**config.mk**
```make
export PLATFORM = sky130hd
export DESIGN_NAME = tx_desc_ring
export DESIGN_NICKNAME = d
export VERILOG_FILES = /design/src/rtl/tdr_pkg.sv /design/src/rtl/tdr_ring_ptr.sv /design/src/rtl/tdr_buf_mover.sv /design/src/rtl/tx_desc_ring.sv
export SDC_FILE = /design/constraint.sdc
export NUM_CORES = 1
export LEC_CHECK = 0
export ABC_AREA = 0
export ABC_CLOCK_PERIOD_IN_PS = 6000
export CORE_UTILIZATION = 52
export CTS_CLUSTER_DIAMETER = 150
export DETAILED_ROUTE_END_ITERATION = 6
export GPL_TIMING_DRIVEN = 0
export PLACE_DENSITY = 0.83
export SLEW_MARGIN = 20
export SYNTH_ARGS = -nofsm -noshare
export SYNTH_HDL_FRONTEND = slang
export SYNTH_SLANG_ARGS = --single-unit
```
**constraint.sdc**
```tcl
create_clock -name clk -period 6 [get_ports clk]
set_clock_uncertainty 0.1 [all_clocks]
set_input_delay 1.2 -clock clk [delete_from_list [all_inputs] [get_ports clk]]
set_output_delay 1.2 -clock clk [all_outputs]
set_load 0.02 [all_outputs]
```
**src/rtl/tdr_pkg.sv**
```systemverilog
package tdr_pkg;

    localparam int WORD_W  = 32;
    localparam int CNT_W   = 12;
    localparam int LEN_W   = CNT_W + 1;

    localparam int OWN_B   = 31;
    localparam int SOF_B   = 30;
    localparam int EOF_B   = 29;
    localparam int PAR_B   = 28;
    localparam int BERR_B  = 27;
    localparam int UNDR_B  = 26;

    typedef enum logic [2:0] {
        ST_IDLE,
        ST_POLL,
        ST_LOAD,
        ST_XFER,
        ST_NEXT,
        ST_WBACK
    } tdr_state_e;

    typedef enum logic [1:0] {
        ACT_POLL,
        ACT_LOAD,
        ACT_ERR
    } tdr_after_e;

    typedef struct packed {
        logic             own;
        logic             sof;
        logic             eof;
        logic [LEN_W-1:0] len;
    } tdr_ctl_t;

    // Two's-complement count field to byte length; zero means the full 4096.
    function automatic tdr_ctl_t decode_ctl(input logic [WORD_W-1:0] w);
        tdr_ctl_t   c;
        logic [CNT_W-1:0] mag;
        mag   = ~w[CNT_W-1:0] + 1'b1;
        c.own = w[OWN_B];
        c.sof = w[SOF_B];
        c.eof = w[EOF_B];
        c.len = (w[CNT_W-1:0] == '0) ? LEN_W'(1 << CNT_W) : {1'b0, mag};
        return c;
    endfunction

    function automatic logic [WORD_W-1:0] status_word(
        input logic [WORD_W-1:0] w,
        input logic              par,
        input logic              berr,
        input logic              undr
    );
        logic [WORD_W-1:0] r;
        r         = w;
        r[OWN_B]  = 1'b0;
        r[PAR_B]  = par;
        r[BERR_B] = berr;
        r[UNDR_B] = undr;
        return r;
    endfunction

endpackage

```
**src/rtl/tdr_ring_ptr.sv**
```systemverilog
module tdr_ring_ptr #(
    parameter int IW = 8
) (
    input  logic          clk,
    input  logic          rst,
    input  logic [IW-1:0] ring_len,
    input  logic          adv,
    output logic [IW-1:0] idx,
    output logic [IW-1:0] idx_nxt
);

    logic [IW:0] inc;

    always_comb begin
        inc     = {1'b0, idx} + 1'b1;
        idx_nxt = (inc >= {1'b0, ring_len}) ? '0 : inc[IW-1:0];
    end

    always_ff @(posedge clk) begin
        if (rst)      idx <= '0;
        else if (adv) idx <= idx_nxt;
    end

    a_r12_idx_in_ring: assert property (@(posedge clk) disable iff (rst)
        (ring_len != '0) |-> (idx < ring_len));

    a_r12_wrap_to_zero: assert property (@(posedge clk) disable iff (rst)
        (adv && (ring_len != '0) && ({1'b0, idx} == {1'b0, ring_len} - 1'b1)) |=> (idx == '0));

endmodule

```
**src/rtl/tdr_buf_mover.sv**
```systemverilog
module tdr_buf_mover #(
    parameter int AW = 16,
    parameter int LW = 13
) (
    input  logic          clk,
    input  logic          rst,
    input  logic          load,
    input  logic [AW-1:0] ptr_in,
    input  logic [LW-1:0] len_in,
    input  logic          step,
    output logic [AW-1:0] ptr,
    output logic          last
);

    logic [LW-1:0] remain;

    always_ff @(posedge clk) begin
        if (rst) begin
            ptr    <= '0;
            remain <= '0;
        end else if (load) begin
            ptr    <= ptr_in;
            remain <= len_in;
        end else if (step) begin
            ptr    <= ptr + 1'b1;
            remain <= remain - 1'b1;
        end
    end

    assign last = (remain == LW'(1));

    a_r3_no_step_past_end: assert property (@(posedge clk) disable iff (rst)
        step |-> (remain != '0));

    a_r3_step_counts_down: assert property (@(posedge clk) disable iff (rst)
        (step && !load) |=> (remain == $past(remain) - 1'b1));

endmodule

```
**src/rtl/tx_desc_ring.sv**
```systemverilog
module tx_desc_ring
    import tdr_pkg::*;
#(
    parameter int AW = 16,
    parameter int IW = 8,
    parameter int DW = 8
) (
    input  logic          clk,
    input  logic          rst,
    input  logic [AW-1:0] cfg_ring_base,
    input  logic [IW-1:0] cfg_ring_len,
    input  logic          cfg_par_en,
    input  logic          cfg_uflo_recover,
    input  logic          tx_start,
    output logic          tx_on,
    output logic [AW-1:0] mem_addr,
    output logic          mem_we,
    output logic [31:0]   mem_wdata,
    input  logic [31:0]   mem_rdata,
    input  logic          mem_perr,
    output logic          fifo_valid,
    output logic [DW-1:0] fifo_data,
    output logic          fifo_last,
    input  logic          fifo_ready,
    input  logic          mac_uflo
);

    localparam int LW = LEN_W;

    tdr_state_e st, st_n;
    tdr_after_e after;
    tdr_ctl_t   rd;

    logic          cur_eof;
    logic [LW-1:0] cur_len;
    logic          par_acc, e_berr, e_undr;
    logic          ring_adv, mv_load, mv_step, mv_last;
    logic [IW-1:0] idx, idx_nxt;
    logic [AW-1:0] mv_ptr, a_ctl, a_ptr, a_ctl_nxt;

    tdr_ring_ptr #(.IW(IW)) u_ring (
        .clk      (clk),
        .rst      (rst),
        .ring_len (cfg_ring_len),
        .adv      (ring_adv),
        .idx      (idx),
        .idx_nxt  (idx_nxt)
    );

    tdr_buf_mover #(.AW(AW), .LW(LW)) u_mover (
        .clk    (clk),
        .rst    (rst),
        .load   (mv_load),
        .ptr_in (mem_rdata[AW-1:0]),
        .len_in (cur_len),
        .step   (mv_step),
        .ptr    (mv_ptr),
        .last   (mv_last)
    );

    always_comb begin
        a_ctl     = cfg_ring_base + AW'({idx, 1'b0});
        a_ptr     = a_ctl + 1'b1;
        a_ctl_nxt = cfg_ring_base + AW'({idx_nxt, 1'b0});
        rd        = decode_ctl(mem_rdata);
        fifo_data = mem_rdata[DW-1:0];
    end

    always_comb begin
        st_n       = st;
        mem_addr   = a_ctl;
        mem_we     = 1'b0;
        mem_wdata  = '0;
        fifo_valid = 1'b0;
        fifo_last  = 1'b0;
        ring_adv   = 1'b0;
        mv_load    = 1'b0;
        mv_step    = 1'b0;
        case (st)
            ST_IDLE: begin
                if (tx_on) st_n = ST_POLL;
            end
            ST_POLL: begin
                if (rd.own) begin
                    if (rd.sof) st_n     = ST_LOAD;
                    else        ring_adv = 1'b1;
                end
            end
            ST_LOAD: begin
                mem_addr = a_ptr;
                mv_load  = 1'b1;
                st_n     = ST_XFER;
            end
            ST_XFER: begin
                mem_addr = mv_ptr;
                if (mac_uflo) begin
                    st_n = ST_WBACK;
                end else begin
                    fifo_valid = 1'b1;
                    fifo_last  = mv_last & cur_eof;
                    if (fifo_ready) begin
                        mv_step = 1'b1;
                        if (mv_last) st_n = cur_eof ? ST_WBACK : ST_NEXT;
                    end
                end
            end
            ST_NEXT: begin
                mem_addr = a_ctl_nxt;
                st_n     = ST_WBACK;
            end
            ST_WBACK: begin
                mem_we    = 1'b1;
                mem_wdata = status_word(mem_rdata, par_acc, e_berr, e_undr);
                ring_adv  = 1'b1;
                case (after)
                    ACT_LOAD: st_n = ST_LOAD;
                    ACT_POLL: st_n = ST_POLL;
                    default:  st_n = cfg_uflo_recover ? ST_POLL : ST_IDLE;
                endcase
            end
            default: st_n = ST_IDLE;
        endcase
    end

    always_ff @(posedge clk) begin
        if (rst) begin
            st      <= ST_IDLE;
            after   <= ACT_POLL;
            tx_on   <= 1'b0;
            cur_eof <= 1'b0;
            cur_len <= '0;
            par_acc <= 1'b0;
            e_berr  <= 1'b0;
            e_undr  <= 1'b0;
        end else begin
            st <= st_n;
            if (tx_start) tx_on <= 1'b1;
            case (st)
                ST_POLL: begin
                    if (rd.own && rd.sof) begin
                        cur_eof <= rd.eof;
                        cur_len <= rd.len;
                    end
                end
                ST_LOAD: begin
                    par_acc <= 1'b0;
                    e_berr  <= 1'b0;
                    e_undr  <= 1'b0;
                end
                ST_XFER: begin
                    if (mac_uflo) begin
                        e_undr <= 1'b1;
                        after  <= ACT_ERR;
                    end else if (fifo_ready) begin
                        if (mem_perr && cfg_par_en) par_acc <= 1'b1;
                        if (mv_last && cur_eof)    after   <= ACT_POLL;
                    end
                end
                ST_NEXT: begin
                    if (mac_uflo || !rd.own) begin
                        e_berr <= 1'b1;
                        e_undr <= 1'b1;
                        after  <= ACT_ERR;
                    end else begin
                        cur_eof <= rd.eof;
                        cur_len <= rd.len;
                        after   <= ACT_LOAD;
                    end
                end
                ST_WBACK: begin
                    if (after == ACT_ERR && !cfg_uflo_recover) tx_on <= 1'b0;
                end
                default: ;
            endcase
        end
    end

    a_r6_release_clears_own: assert property (@(posedge clk) disable iff (rst)
        mem_we |-> !mem_wdata[OWN_B]);

    a_r7_berr_implies_undr: assert property (@(posedge clk) disable iff (rst)
        (mem_we && mem_wdata[BERR_B]) |-> mem_wdata[UNDR_B]);

    a_r11_par_needs_enable: assert property (@(posedge clk) disable iff (rst)
        (mem_we && mem_wdata[PAR_B]) |-> cfg_par_en);

    a_r3_last_needs_valid: assert property (@(posedge clk) disable iff (rst)
        fifo_last |-> fifo_valid);

    a_r2_valid_only_when_on: assert property (@(posedge clk) disable iff (rst)
        fifo_valid |-> tx_on);

    a_r8_no_byte_on_uflo: assert property (@(posedge clk) disable iff (rst)
        mac_uflo |-> !fifo_valid);

    a_r9_uflo_turns_off: assert property (@(posedge clk) disable iff (rst)
        (fifo_valid == 1'b0 && st == ST_XFER && mac_uflo && !cfg_uflo_recover) |-> ##2 !tx_on);

endmodule

```
==> summary.txt <==
Status
  • Status: finished with violations
  • Violations in the final reports: design-rule violations, negative setup slack

Clock network
  • CTS tree: done
  • CTS Buffer Depth: 2
  • Clock buffer count from CTS: 9
  • Worst-skew pair later-pin latency: 0.37 ns
  • TritonCTS Sinks: 60
  • CTS H-tree depth: 3
  • CTS clk-pin slew, worst paths: 0.07 ns
  • Root Driver: clkbuf_8

Final layout
  • Final core occ: 73.0%
  • Area taken by multi-input logic gates: 0.00432 mm²
  • Nets: 1000
  • Layout fillers: 809
  • Area Growth Syn to Fin: 36.5%
  • Ratio of cells with drive above 1 in the final layout: 13.9%
  • Register area: 0.00121 mm²
  • Antenna diodes: 0

STA
  • RSZ-0062 raised after global routing: true
  • Final setup violation count: 3
  • Final critical-path setup slack: -0.170 ns
  • Fin Hold WS: 0.370 ns
  • Minimum clock period: 6.17 ns
  • Max Slew Vio Count: 0
  • Final period utilization: 103%
  • Sum Neg Setup Slack: -0.287 ns
  • Max Freq: 162 MHz
  • Slew margin rel.: 35.7%
  • Hold Fails Final Rpt: 0
  • Worst-Margin Slew: 0.961 ns

Die
  • Full die area: 0.0110 mm²
  • Starting Density: 53.5%
  • Die Y: 105 µm
  • Die width: 105 µm
  • Core Box Area: 0.0103 mm²
  • Num rows: 37
  • Io pins: 124

Worst setup path
  • Critical path arrival: 4.87 ns
  • Worst setup SP type: input pin
  • Worst path required time: 4.70 ns
  • Worst flop-to-flop path startpoint: u_ring.idx[1]
  • Crit-path max FO: 5
  • CP endpoint kind: output pin
  • Reg-to-reg setup timing slack: 2.71 ns
  • Critical path class: in2out
  • Reg2reg path depth: 14
  • Worst r2r dst: u_ring.idx[0]

Synth
  • Synth async-reset ratio: 0%
  • Seq cells post-synth: 60
  • Syn_nets: 861
  • EDFF count, synth: 0
  • Sequential area share after synthesis: 21.8%
  • Yosys cell types: 71
  • Mapped Area: 0.00550 mm²
  • Commonest register cell after synthesis: dfxtp_1
  • Yosys warns: 0
  • Avg Cell Area, Syn: 7.19 µm²
  • Syn Inst Count: 765

Pwr
  • Power per cell area: 258 mW/mm²
  • Worst VDD drop: 0.000222 V
  • Leak Pwr: 2.87 nW
  • Total power: 0.00194 W

Detailed routing
  • Initial DRC count: 741
  • Routed via count: 6578
  • Wirelength per Cell: 19.0 µm
  • Drt total wl: 19900 µm
  • Vias per cell: 6.29
  • Post-route DRC: 2
  • DR pass1 iterations: 7
  • Routed Antenna Nets: 0

Place
  • Post-DP HPWL: 14300 µm
  • PortBufs: 116
  • Placer congestion estimate: 0.960
  • Dpl ws: -1.28 ns

Min path
  • Worst hold start: cur_len[2]
  • Worst min-delay path class: reg2reg
  • WHS Endpoint: cur_len[2]
  • Hold depth: 2

Global routing
  • Largest net degree at the start of global routing: 12
  • First-pass GRT wire length: 31100 µm
  • Initial antenna violation count: 0
  • Vias in the first global route: 6075
  • GR Util All Layers: 35.4%
  • GRT overflow: 0

Flow run
  • Max cap viols: 0
-- layer usage --
| metal | vias up | share of wire, % | global-route usage, % | routed length (µm) |
|---|---|---|---|---|
| met5 | - | 0 | 0 | 0 |
| met3 | 48 | 10 | 4.43 | 1980 |
| met2 | 438 | 47 | 58.3 | 9310 |
| li1 | 3061 | - | - | - |
| met4 | 0 | 2.7 | 13.9 | 538 |
| met1 | 3031 | 41 | 46.9 | 8060 |
-- power breakdown --
part	leakage (nW)	switching, W	internal, W
logic	2.25	0.000594	0.000354
clock network	0.126	0.000188	0.000300
registers	0.488	0.0000535	0.000449
total	2.87	0.000836	0.00110
-- synth_stat cells, types with 6 or more instances --
master    count  area share (%)
nor2_1       84             5.7
nor3b_1       7            0.96
o211ai_1      6            0.82
a211oi_1     10             1.4
a31oi_1      12             1.4
a221oi_1     13             2.1
nor3_1       30             2.7
nor2b_1       9             1.0
and2_1       39             4.4
or3_1         8            0.91
o21ai_0      49             4.5
a22oi_1      17             2.3
xnor2_1      18             2.9
and3_1        8            0.91
nand3_1      19             1.7
a21oi_1      59             5.4
mux2i_1       6             1.1
clkbuf_1     33             2.3
ha_1         30             6.8
nand4_1       8            0.91
xor2_1       18             2.9
o31ai_1       6            0.82
a21o_1        9             1.2
nand2b_1     12             1.4
nand2_1      72             4.9
inv_1        29             2.0
dfxtp_1      60              22
buf_4         9             1.2
-- cells in the final DEF (no fill, tap or decap), types with 6 or more instances in the layout --
cell type	Yosys	routed
ha_4	0	7
xor2_1	18	17
nor2b_1	9	9
buf_2	4	10
o211ai_1	6	6
nand3_1	19	16
a22oi_1	17	16
and2_1	39	38
a221oi_1	13	13
clkdlybuf4s50_1	0	100
nand2b_1	12	11
nor2_1	84	80
buf_4	9	24
nand2_1	72	72
clkbuf_1	33	33
a211oi_1	10	7
or3_1	8	8
inv_1	29	25
a21oi_1	59	58
clkbuf_8	0	11
nand4_1	8	8
xnor2_1	18	15
a21o_1	9	9
o21ai_0	49	41
a31oi_1	12	12
nor3b_1	7	6
dfxtp_1	60	57
nor3_1	30	28
and3_1	8	7
ha_1	30	21
-- how the worst max path moves through the flow --
stage	to	slack [ns]	start
final	mem_addr[12]	-0.17	cfg_ring_len[0]
after floorplan	mem_addr[12]	0.05	cfg_ring_len[0]
after detailed placement	mem_addr[12]	-1.28	cfg_ring_len[0]
after CTS	mem_addr[12]	-0.06	cfg_ring_len[0]
after global routing	mem_addr[12]	-0.26	cfg_ring_len[0]
after global placement	mem_addr[12]	-1.27	cfg_ring_len[0]
-- area by class of cell --
type                       count  area share [%]
inverter                      29            1.45
tap                          136            2.27
multi-input combinational    627            57.6
timing repair buffer         128            16.1
sequential                    60            16.1
buffer                        49            2.97
clock inverter                 5            1.42
clock buffer                  11            2.02
-- worst max-delay path, stage by stage --
cell	delay, ns
buf_6	0.09
ha_4	0.20
nand2b_4	0.13
a21o_1	0.16
a21oi_2	0.13
o21ai_1	0.07
o41a_1	0.37
a31o_4	0.28
nor2_4	0.15
ha_4	0.22
a21o_1	0.19
o21ba_4	0.21
o21a_4	0.21
o22ai_4	0.18
o22ai_2	0.14
mux2i_2	0.19
buf_4	0.14
a2bb2oi_2	0.15
a211oi_2	0.26
buf_4	0.18
-- through the flow --
stage,area [µm²],cells
2_1_floorplan,5500,765
3_3_place_gp,6830,1017
3_5_place_dp,6830,1017
4_1_cts,7300,1041
5_1_grt,7500,1045
6_report,7500,1045
-- what timing repair did --
item                                    in CTS  in global routing
hold endpoints to repair                     0                  0
pin swaps                                   25                 18
hold buffers                                 0                  0
setup buffers                                8                  4
gates resized for setup                     83                 50
gates cloned                                 0                  0
endpoints found under the setup margin      13                 11
-- sequential cells by signal, indices dropped and copies added (netlist names) --
| name | count |
|---|---|
| u_mover.ptr | 16 |
| cur_len | 13 |
| u_mover.remain | 13 |
| u_ring.idx | 8 |
| st | 3 |
| after | 2 |
| cur_eof | 1 |
| e_berr | 1 |
| e_undr | 1 |
| par_acc | 1 |
| tx_on | 1 |
-- cell families after synthesis --
family | Yosys count | share of synthesized area (%)
XOR/XNOR | 36 | 5.74
adder cells (fa/ha/maj) | 32 | 7.56
AO/OA/AOI/OAI | 227 | 27.3
multiplexers | 6 | 1.09
other | 1 | 0.0682
flip-flops | 60 | 21.8
buffers and inverters | 78 | 6.03
AND/OR/NAND/NOR | 325 | 30.3
Power figures use the tool's default switching activity.
